--- config.mk ---
export PLATFORM = sky130hd
export DESIGN_NAME = rx_gain_ctrl
export DESIGN_NICKNAME = d
export VERILOG_FILES = /design/src/rtl/rxagc_pkg.sv /design/src/rtl/rxagc_mag_acc.sv /design/src/rtl/rxagc_step.sv /design/src/rtl/rx_gain_ctrl.sv
export SDC_FILE = /design/constraint.sdc
export NUM_CORES = 1
export LEC_CHECK = 0
export CAP_MARGIN = 20
export CORE_MARGIN = 4
export CORE_UTILIZATION = 50
export CTS_CLUSTER_DIAMETER = 60
export DETAILED_ROUTE_END_ITERATION = 6
export DONT_BUFFER_PORTS = 1
export GPL_TIMING_DRIVEN = 0
export PLACE_DENSITY = 0.69
export SLEW_MARGIN = 20
export SYNTH_ARGS = -nofsm -noshare
export SYNTH_HDL_FRONTEND = slang
export SYNTH_HIERARCHICAL = 1
export SYNTH_SLANG_ARGS = --single-unit
--- constraint.sdc ---
create_clock -name clk -period 3.71 [get_ports clk]
set_clock_uncertainty 0.2 [all_clocks]
set_input_delay 0.371 -clock clk [delete_from_list [all_inputs] [get_ports clk]]
set_output_delay 0.371 -clock clk [all_outputs]
set_load 0.005 [all_outputs]
--- src/rtl/rxagc_pkg.sv ---
package rxagc_pkg;
  typedef enum logic {
    PH_UPD  = 1'b0,
    PH_MEAS = 1'b1
  } phase_e;

  typedef enum logic [1:0] {
    STEP_HOLD = 2'd0,
    STEP_UP   = 2'd1,
    STEP_DOWN = 2'd2
  } step_e;
endpackage

--- src/rtl/rxagc_mag_acc.sv ---
module rxagc_mag_acc #(
  parameter int SAMPLE_W = 12,
  parameter int ACC_W    = 20
) (
  input  logic                clk,
  input  logic                rst_n,
  input  logic                clr,
  input  logic                en,
  input  logic [SAMPLE_W-1:0] data,
  output logic [ACC_W-1:0]    acc_q
);
  localparam int SUM_W = ACC_W + 1;

  logic [SAMPLE_W-1:0] mag;
  logic [SUM_W-1:0]    sum;
  logic [ACC_W-1:0]    acc_d;

  // two's-complement magnitude; the most negative code maps onto its unsigned value
  always_comb begin
    if (data[SAMPLE_W-1]) mag = ~data + 1'b1;
    else                  mag = data;
  end

  always_comb begin
    sum = {1'b0, acc_q} + SUM_W'(mag);
    if (clr)                acc_d = '0;
    else if (!en)           acc_d = acc_q;
    else if (sum[ACC_W])    acc_d = '1;
    else                    acc_d = sum[ACC_W-1:0];
  end

  always_ff @(posedge clk or negedge rst_n) begin
    if (!rst_n) acc_q <= '0;
    else        acc_q <= acc_d;
  end


  acc_no_wrap_chk: assert property (@(posedge clk) disable iff (!rst_n)
    (en && !clr) |=> (acc_q >= $past(acc_q)));


  acc_sat_hold_chk: assert property (@(posedge clk) disable iff (!rst_n)
    (en && !clr && (&acc_q)) |=> (&acc_q));


  acc_idle_chk: assert property (@(posedge clk) disable iff (!rst_n)
    (!en && !clr) |=> $stable(acc_q));
endmodule

--- src/rtl/rxagc_step.sv ---
module rxagc_step #(
  parameter int GAIN_W = 3,
  parameter int ACC_W  = 20
) (
  input  logic [GAIN_W-1:0] gain_in,
  input  logic [ACC_W-1:0]  level,
  input  logic [ACC_W-1:0]  hi,
  input  logic [ACC_W-1:0]  lo,
  output rxagc_pkg::step_e  dir,
  output logic [GAIN_W-1:0] gain_next
);
  import rxagc_pkg::*;

  localparam logic [GAIN_W-1:0] GMAX = '1;

  always_comb begin
    if (level > hi)      dir = STEP_DOWN;
    else if (level < lo) dir = STEP_UP;
    else                 dir = STEP_HOLD;
  end

  always_comb begin
    gain_next = gain_in;
    case (dir)
      STEP_DOWN: if (gain_in != '0)  gain_next = gain_in - 1'b1;
      STEP_UP:   if (gain_in != GMAX) gain_next = gain_in + 1'b1;
      default:   gain_next = gain_in;
    endcase
  end
endmodule

--- src/rtl/rx_gain_ctrl.sv ---
module rx_gain_ctrl #(
  parameter int SAMPLE_W = 12,
  parameter int ACC_W    = 20,
  parameter int GAIN_W   = 3
) (
  input  logic                clk,
  input  logic                rst_n,
  input  logic                smp_vld,
  input  logic [SAMPLE_W-1:0] smp_data,
  input  logic                chip_stb,
  input  logic [ACC_W-1:0]    thr_hi,
  input  logic [ACC_W-1:0]    thr_lo,
  output logic [GAIN_W-1:0]   gain_code
);
  import rxagc_pkg::*;

  localparam logic [GAIN_W-1:0] GMAX = '1;

  phase_e            phase_q, phase_d;
  logic [GAIN_W-1:0] gain_q, gain_d;
  logic [GAIN_W-1:0] pend_q, pend_d;
  logic [GAIN_W-1:0] step_gain;
  logic [ACC_W-1:0]  acc;
  step_e             step_dir;
  logic              meas_start, meas_end, acc_en;

  assign meas_start = chip_stb && (phase_q == PH_UPD);
  assign meas_end   = chip_stb && (phase_q == PH_MEAS);
  assign acc_en     = smp_vld && (phase_q == PH_MEAS) && !chip_stb;

  rxagc_mag_acc #(.SAMPLE_W(SAMPLE_W), .ACC_W(ACC_W)) u_acc (
    .clk   (clk),
    .rst_n (rst_n),
    .clr   (meas_start),
    .en    (acc_en),
    .data  (smp_data),
    .acc_q (acc)
  );

  rxagc_step #(.GAIN_W(GAIN_W), .ACC_W(ACC_W)) u_step (
    .gain_in   (gain_q),
    .level     (acc),
    .hi        (thr_hi),
    .lo        (thr_lo),
    .dir       (step_dir),
    .gain_next (step_gain)
  );

  always_comb begin
    phase_d = phase_q;
    pend_d  = pend_q;
    gain_d  = gain_q;
    if (chip_stb) phase_d = (phase_q == PH_MEAS) ? PH_UPD : PH_MEAS;
    if (meas_end)   pend_d = step_gain;
    if (meas_start) gain_d = pend_q;
  end

  always_ff @(posedge clk or negedge rst_n) begin
    if (!rst_n) begin
      phase_q <= PH_UPD;
      pend_q  <= GMAX;
      gain_q  <= GMAX;
    end else begin
      phase_q <= phase_d;
      pend_q  <= pend_d;
      gain_q  <= gain_d;
    end
  end

  assign gain_code = gain_q;


  phase_toggle_chk: assert property (@(posedge clk) disable iff (!rst_n)
    chip_stb |=> (phase_q != $past(phase_q)));


  gain_move_at_start_chk: assert property (@(posedge clk) disable iff (!rst_n)
    !meas_start |=> (gain_q == $past(gain_q)));


  pend_one_step_chk: assert property (@(posedge clk) disable iff (!rst_n)
    meas_end |=> ((pend_q == gain_q) || (pend_q == gain_q + 1'b1 && gain_q != GMAX)
                  || (pend_q == gain_q - 1'b1 && gain_q != '0)));


  down_when_loud_chk: assert property (@(posedge clk) disable iff (!rst_n)
    (meas_end && (acc > thr_hi) && (gain_q != '0)) |=> (pend_q == $past(gain_q) - 1'b1));
endmodule

# After elaboration in Yosys (flattened, before gate mapping)
# Cells that the tools add are included.
# Widths: inputs -> output; s select.
# classes
n_reduce_logical	7
add_sub_neg	4
mux	10
eq_ne	3
order_cmp	2
n_bitwise	2
# op_table
op	n
$mux 20	3
$add 20x12->21	1
$gt 20x20->1	1
$lt 20x20->1	1
$add 12x1->12 const B	1
$mux 12	1
$not 12->12	1
$mux 3	2
$pmux 3 s2	1
$logic_and 1x1->1	4
$add 3x1->3 const B	1
$ne 3x3->1 const B	1
$reduce_bool 3->1	1
$sub 3x1->3 const B	1
$eq 2x1->1 const B	1
$eq 2x2->1 const B	1
$mux 1	2
$mux 2	1
$reduce_bool 2->1	1
$logic_not 1->1	1
$not 1->1	1
# totals
input_bits	56
output_inout_bits	3
elab_cells	32
register_bits	27

# Logic depth before layout (Yosys ltp)
# logic_depth
word_depth	7
depth_mapped	15
ltp_nobuf	13

# Hierarchy
# The synthesis kept the hierarchy.
# modules_own_cells
module	cells_each	n_inst	area_per_inst_um2	seq_area_each_um2
rxagc_mag_acc	199	1	1778.0	500.5
rxagc_step	159	1	1146.1	0.0
rx_gain_ctrl	17	1	289.0	182.7

# Worst setup path after synthesis
# Ideal clock, no wire load.
# synth_path
kind	in2reg
startpoint	in smp_data[5]
endpoint	reg u_acc.acc_q[11]
slack_ps	881
t_required_ps	3411
arrival_ps	2530
setup_ps	99
path_buffers	0
path_stages	11
path_cell_list	nor4_1 nand2b_1 o41ai_1 xnor2_1 ha_1 nand2_1 nor4_1 a2111oi_0 o31ai_1 xnor2_1 a311oi_1
# synth_between
elab_chain_len	7
# synth_lines
item	line_no	source
start: declaration	rx_gain_ctrl.sv:9	input logic [SAMPLE_W-1:0] smp_data,
$not 12->12	rxagc_mag_acc.sv:20	if (data[SAMPLE_W-1]) mag = ~data + 1'b1;
$add 12x1->12	rxagc_mag_acc.sv:20	
$mux 12 *	rxagc_mag_acc.sv:20	
$add 20x12->21 *	rxagc_mag_acc.sv:25	sum = {1'b0, acc_q} + SUM_W'(mag);
$mux 20 *	rxagc_mag_acc.sv:28	else if (sum[ACC_W]) acc_d = '1;
$mux 20 *	rxagc_mag_acc.sv:27	else if (!en) acc_d = acc_q;
$mux 20 *	rxagc_mag_acc.sv:26	if (clr) acc_d = '0;
end signal: assignment	rxagc_mag_acc.sv:33	if (!rst_n) acc_q <= '0;
end signal: assignment	rxagc_mag_acc.sv:34	else acc_q <= acc_d;
end: declaration	rxagc_mag_acc.sv:10	output logic [ACC_W-1:0] acc_q
# Mark *: on every way between the ends. The rest lies on a longest branch, timed or not. The select of a mux whose other input is x is not followed.
# A chain may end at the register's enable or synchronous reset.

# Worst setup path in the final report
# Ends and elaborated chain as after synthesis.

==> impl_metrics.csv <==
group,metric,value,unit
yosys,yosysWarnings,6,
timing,period_needed,2.92,ns
worst_setup_path,crit_required,3.67,ns
clocking,cts_root_buf,"clkbuf_8",
route,wirelength,6.93,mm
timing,max_freq,343,MHz
global_routing,grt_overflow,0,
worst_setup_path,cp_max_fo,7,
cells_and_area,final_cell_mix,"ha_1, inv_1, a21oi_1",
global_routing,grt_pass1_vias,2567,
die,core-area,6060,µm²
yosys,syn_area,3210,µm²
timing,rsz0062_at_grt,"false",
timing,hold_ws,0.142,ns
die,die-width,88.2,µm
die,die_area,7770,µm²
worst_setup_path,arrival,2.88,ns
global_routing,grtUsageMet3,1.51,%
clocking,htreeDepth,1,
min_path,hp-class,"primary input to flip-flop",
flow_run,maxCapViolations,0,
route,wl_per_cell,15.2,µm
route,ant_nets,0,
global_routing,gr-usage-all-layers,18.3,%
yosys,async_flop_share,100,%
timing,slew_headroom,65.8,%
global_routing,grt_pass1_wl,11.6,mm
route,drt_iter0_markers,180,
global_routing,use_met1,27.1,%
timing,fin_setup_tns,0,ns
clocking,numCtsBuffers,3,
global_routing,grt_start_max_net_pins,28,
timing,final_max_slew_viol_count,0,
global_routing,top_usage_layer,"met2",
cells_and_area,area_growth,5.69,%
clocking,cts.sinks,27,
yosys,postSynthCellCount,375,
power,ir_drop,0.000280,V
timing,finalCritPeriodShare,78.7,%
run_status,status,"finished clean",
die,initial_core_util,53.0,%
route,routed-via-count,2683,
power,p_leak,1.67,nW
timing,setup_violations,0,
timing,hold_viol,0,
clocking,clk_pin_slew,0.10,ns
route,vias_per_cell,5.87,
global_routing,antenna_found_initial,0,
cells_and_area,stdcell_area,3400,µm²
place,place_hpwl,5.94,mm
cells_and_area,layout.cells.non_filler,457,
global_routing,gr-usage-met2,29.3,%
route,drc,0,
place,placed_area,3310,µm²
worst_setup_path,cp-end-kind,"flip-flop",
clocking,clock_path_buffers,2,
place,io_buffers,0,
place,post-place-cells,450,
power,powerDensity,560,nW/µm²
worst_setup_path,cp-start-kind,"primary input",
place,gp_congestion,0.905,
clocking,cts_resized,0,
cells_and_area,layout_commonest_cell,"ha_1",
yosys,ys_types,65,
yosys,synthesis.nets,489,
yosys,synth-edff-count,0,
cells_and_area,fin_nets,497,
yosys,ys_seq_elements,27,
clocking,clk_latency,0.27,ns
clocking,cts_tree,"done",
yosys,synthFlopType,"dfrtp_1",
die,rows,28,
yosys,synth_seq_area_share,21.3,%
die,io_pins,59,
cells_and_area,antenna_cells,0,
die,die_y,88.2,µm
cells_and_area,drive_gt1_share,10.7,%
clocking,postCtsSetupBuffers,0,
route,dr.pass1.iters,4,
worst_setup_path,path_class,"primary input to flip-flop",
yosys,syn_area_per_cell,8.57,µm²
timing,max_slew.worst_pin.slew,0.513,ns
-- synthesized netlist by cell type (7+ instances only) --
master / number / share of area (%)
dfrtp_1: 21 / 16
a21o_1: 7 / 1.6
xnor2_1: 15 / 4.1
o21ai_0: 11 / 1.7
ha_1: 57 / 22
nand2_1: 27 / 3.2
a311oi_1: 12 / 3.3
nand4_1: 8 / 1.6
nor2_1: 30 / 3.5
inv_1: 46 / 5.4
a21oi_1: 32 / 5.0
-- worst max-delay path, stage by stage --
cell	delay, ns
nor4_1	0.34
nand2b_1	0.12
o41ai_1	0.34
xnor2_1	0.19
ha_1	0.34
nand2_1	0.14
nor4_1	0.06
a2111oi_0	0.39
o31ai_1	0.16
xnor2_1	0.16
a311oi_1	0.26
-- stage by stage --
step	worst slack (ns)	total power, mW	utilization (%)
after global routing	0.595	2.10	56.0
after CTS	0.805	1.90	56.0
final	0.792	1.90	56.0
after floorplan	0.881	1.47	-
after global placement	0.613	1.68	54.6
after detailed placement	0.581	1.72	54.6
-- registers in the layout, summed over array words and instances, names as in the netlist --
register / flops
u_acc/acc_q: 20
pend_q: 3
gain_code: 3
phase_q: 1
-- power breakdown --
part	internal [mW]	leakage, nW	switching (mW)
combinational	0.519	1.30	0.639
sequential	0.419	0.342	0.160
clock	0.0761	0.0217	0.0890
-- kinds of logic (layout without fill, tap and decap cells) --
logic type                 count (synthesis)  count (layout)  synth area share (%)
DFF                                       27              27                  21.3
adders and majority gates                 58              58                  22.8
and+or+nand+nor                          104             104                  17.1
buffers and inverters                     56              63                  7.55
AOI/OAI and AO/OA                        102             102                  23.1
xor gates and xnor gates                  21              21                  5.72
muxes                                      7               7                  2.41
-- per-layer routing --
layer  up-vias  wire (µm)  part of all wire [%]
met5         -          0                     0
met4         0         47                  0.68
met3         4        236                   3.4
met2        50       3110                    45
met1      1234       3540                    51
li1       1395          -                     -
-- repair_timing --
action,CTS,global route
hold buffers,3,0
setup endpoints to repair,0,0
hold endpoints to repair,28,0
-- final cells by class --
cell class	count	area (µm²)
Inverter	46	173
Clock buffer	3	41.3
Multi-Input combinational cell	292	2290
Tap cell	75	93.8
Clock inverter	1	7.51
Sequential cell	27	683
Timing Repair Buffer	3	40.0
Buffer	10	70.1
Fill cell	594	2670
-- path summary, 6_finish.rpt --
check | start | cells after the start | endpoint | slack [ns]
setup / recovery | smp_data[5] | 11 | u_acc/acc_q[11] | 0.79
hold / removal | chip_stb | 2 | pend_q[0] | 0.14
setup reg to reg | u_acc/acc_q[15] | 10 | pend_q[2] | 0.80
hold reg to reg | phase_q | 1 | phase_q | 0.39
max in group asynchronous | rst_n | 2 | gain_code[1] | 2.75
min in group asynchronous | rst_n | 2 | u_acc/acc_q[12] | 0.34
Note: power is estimated with default switching activity, not from simulation.
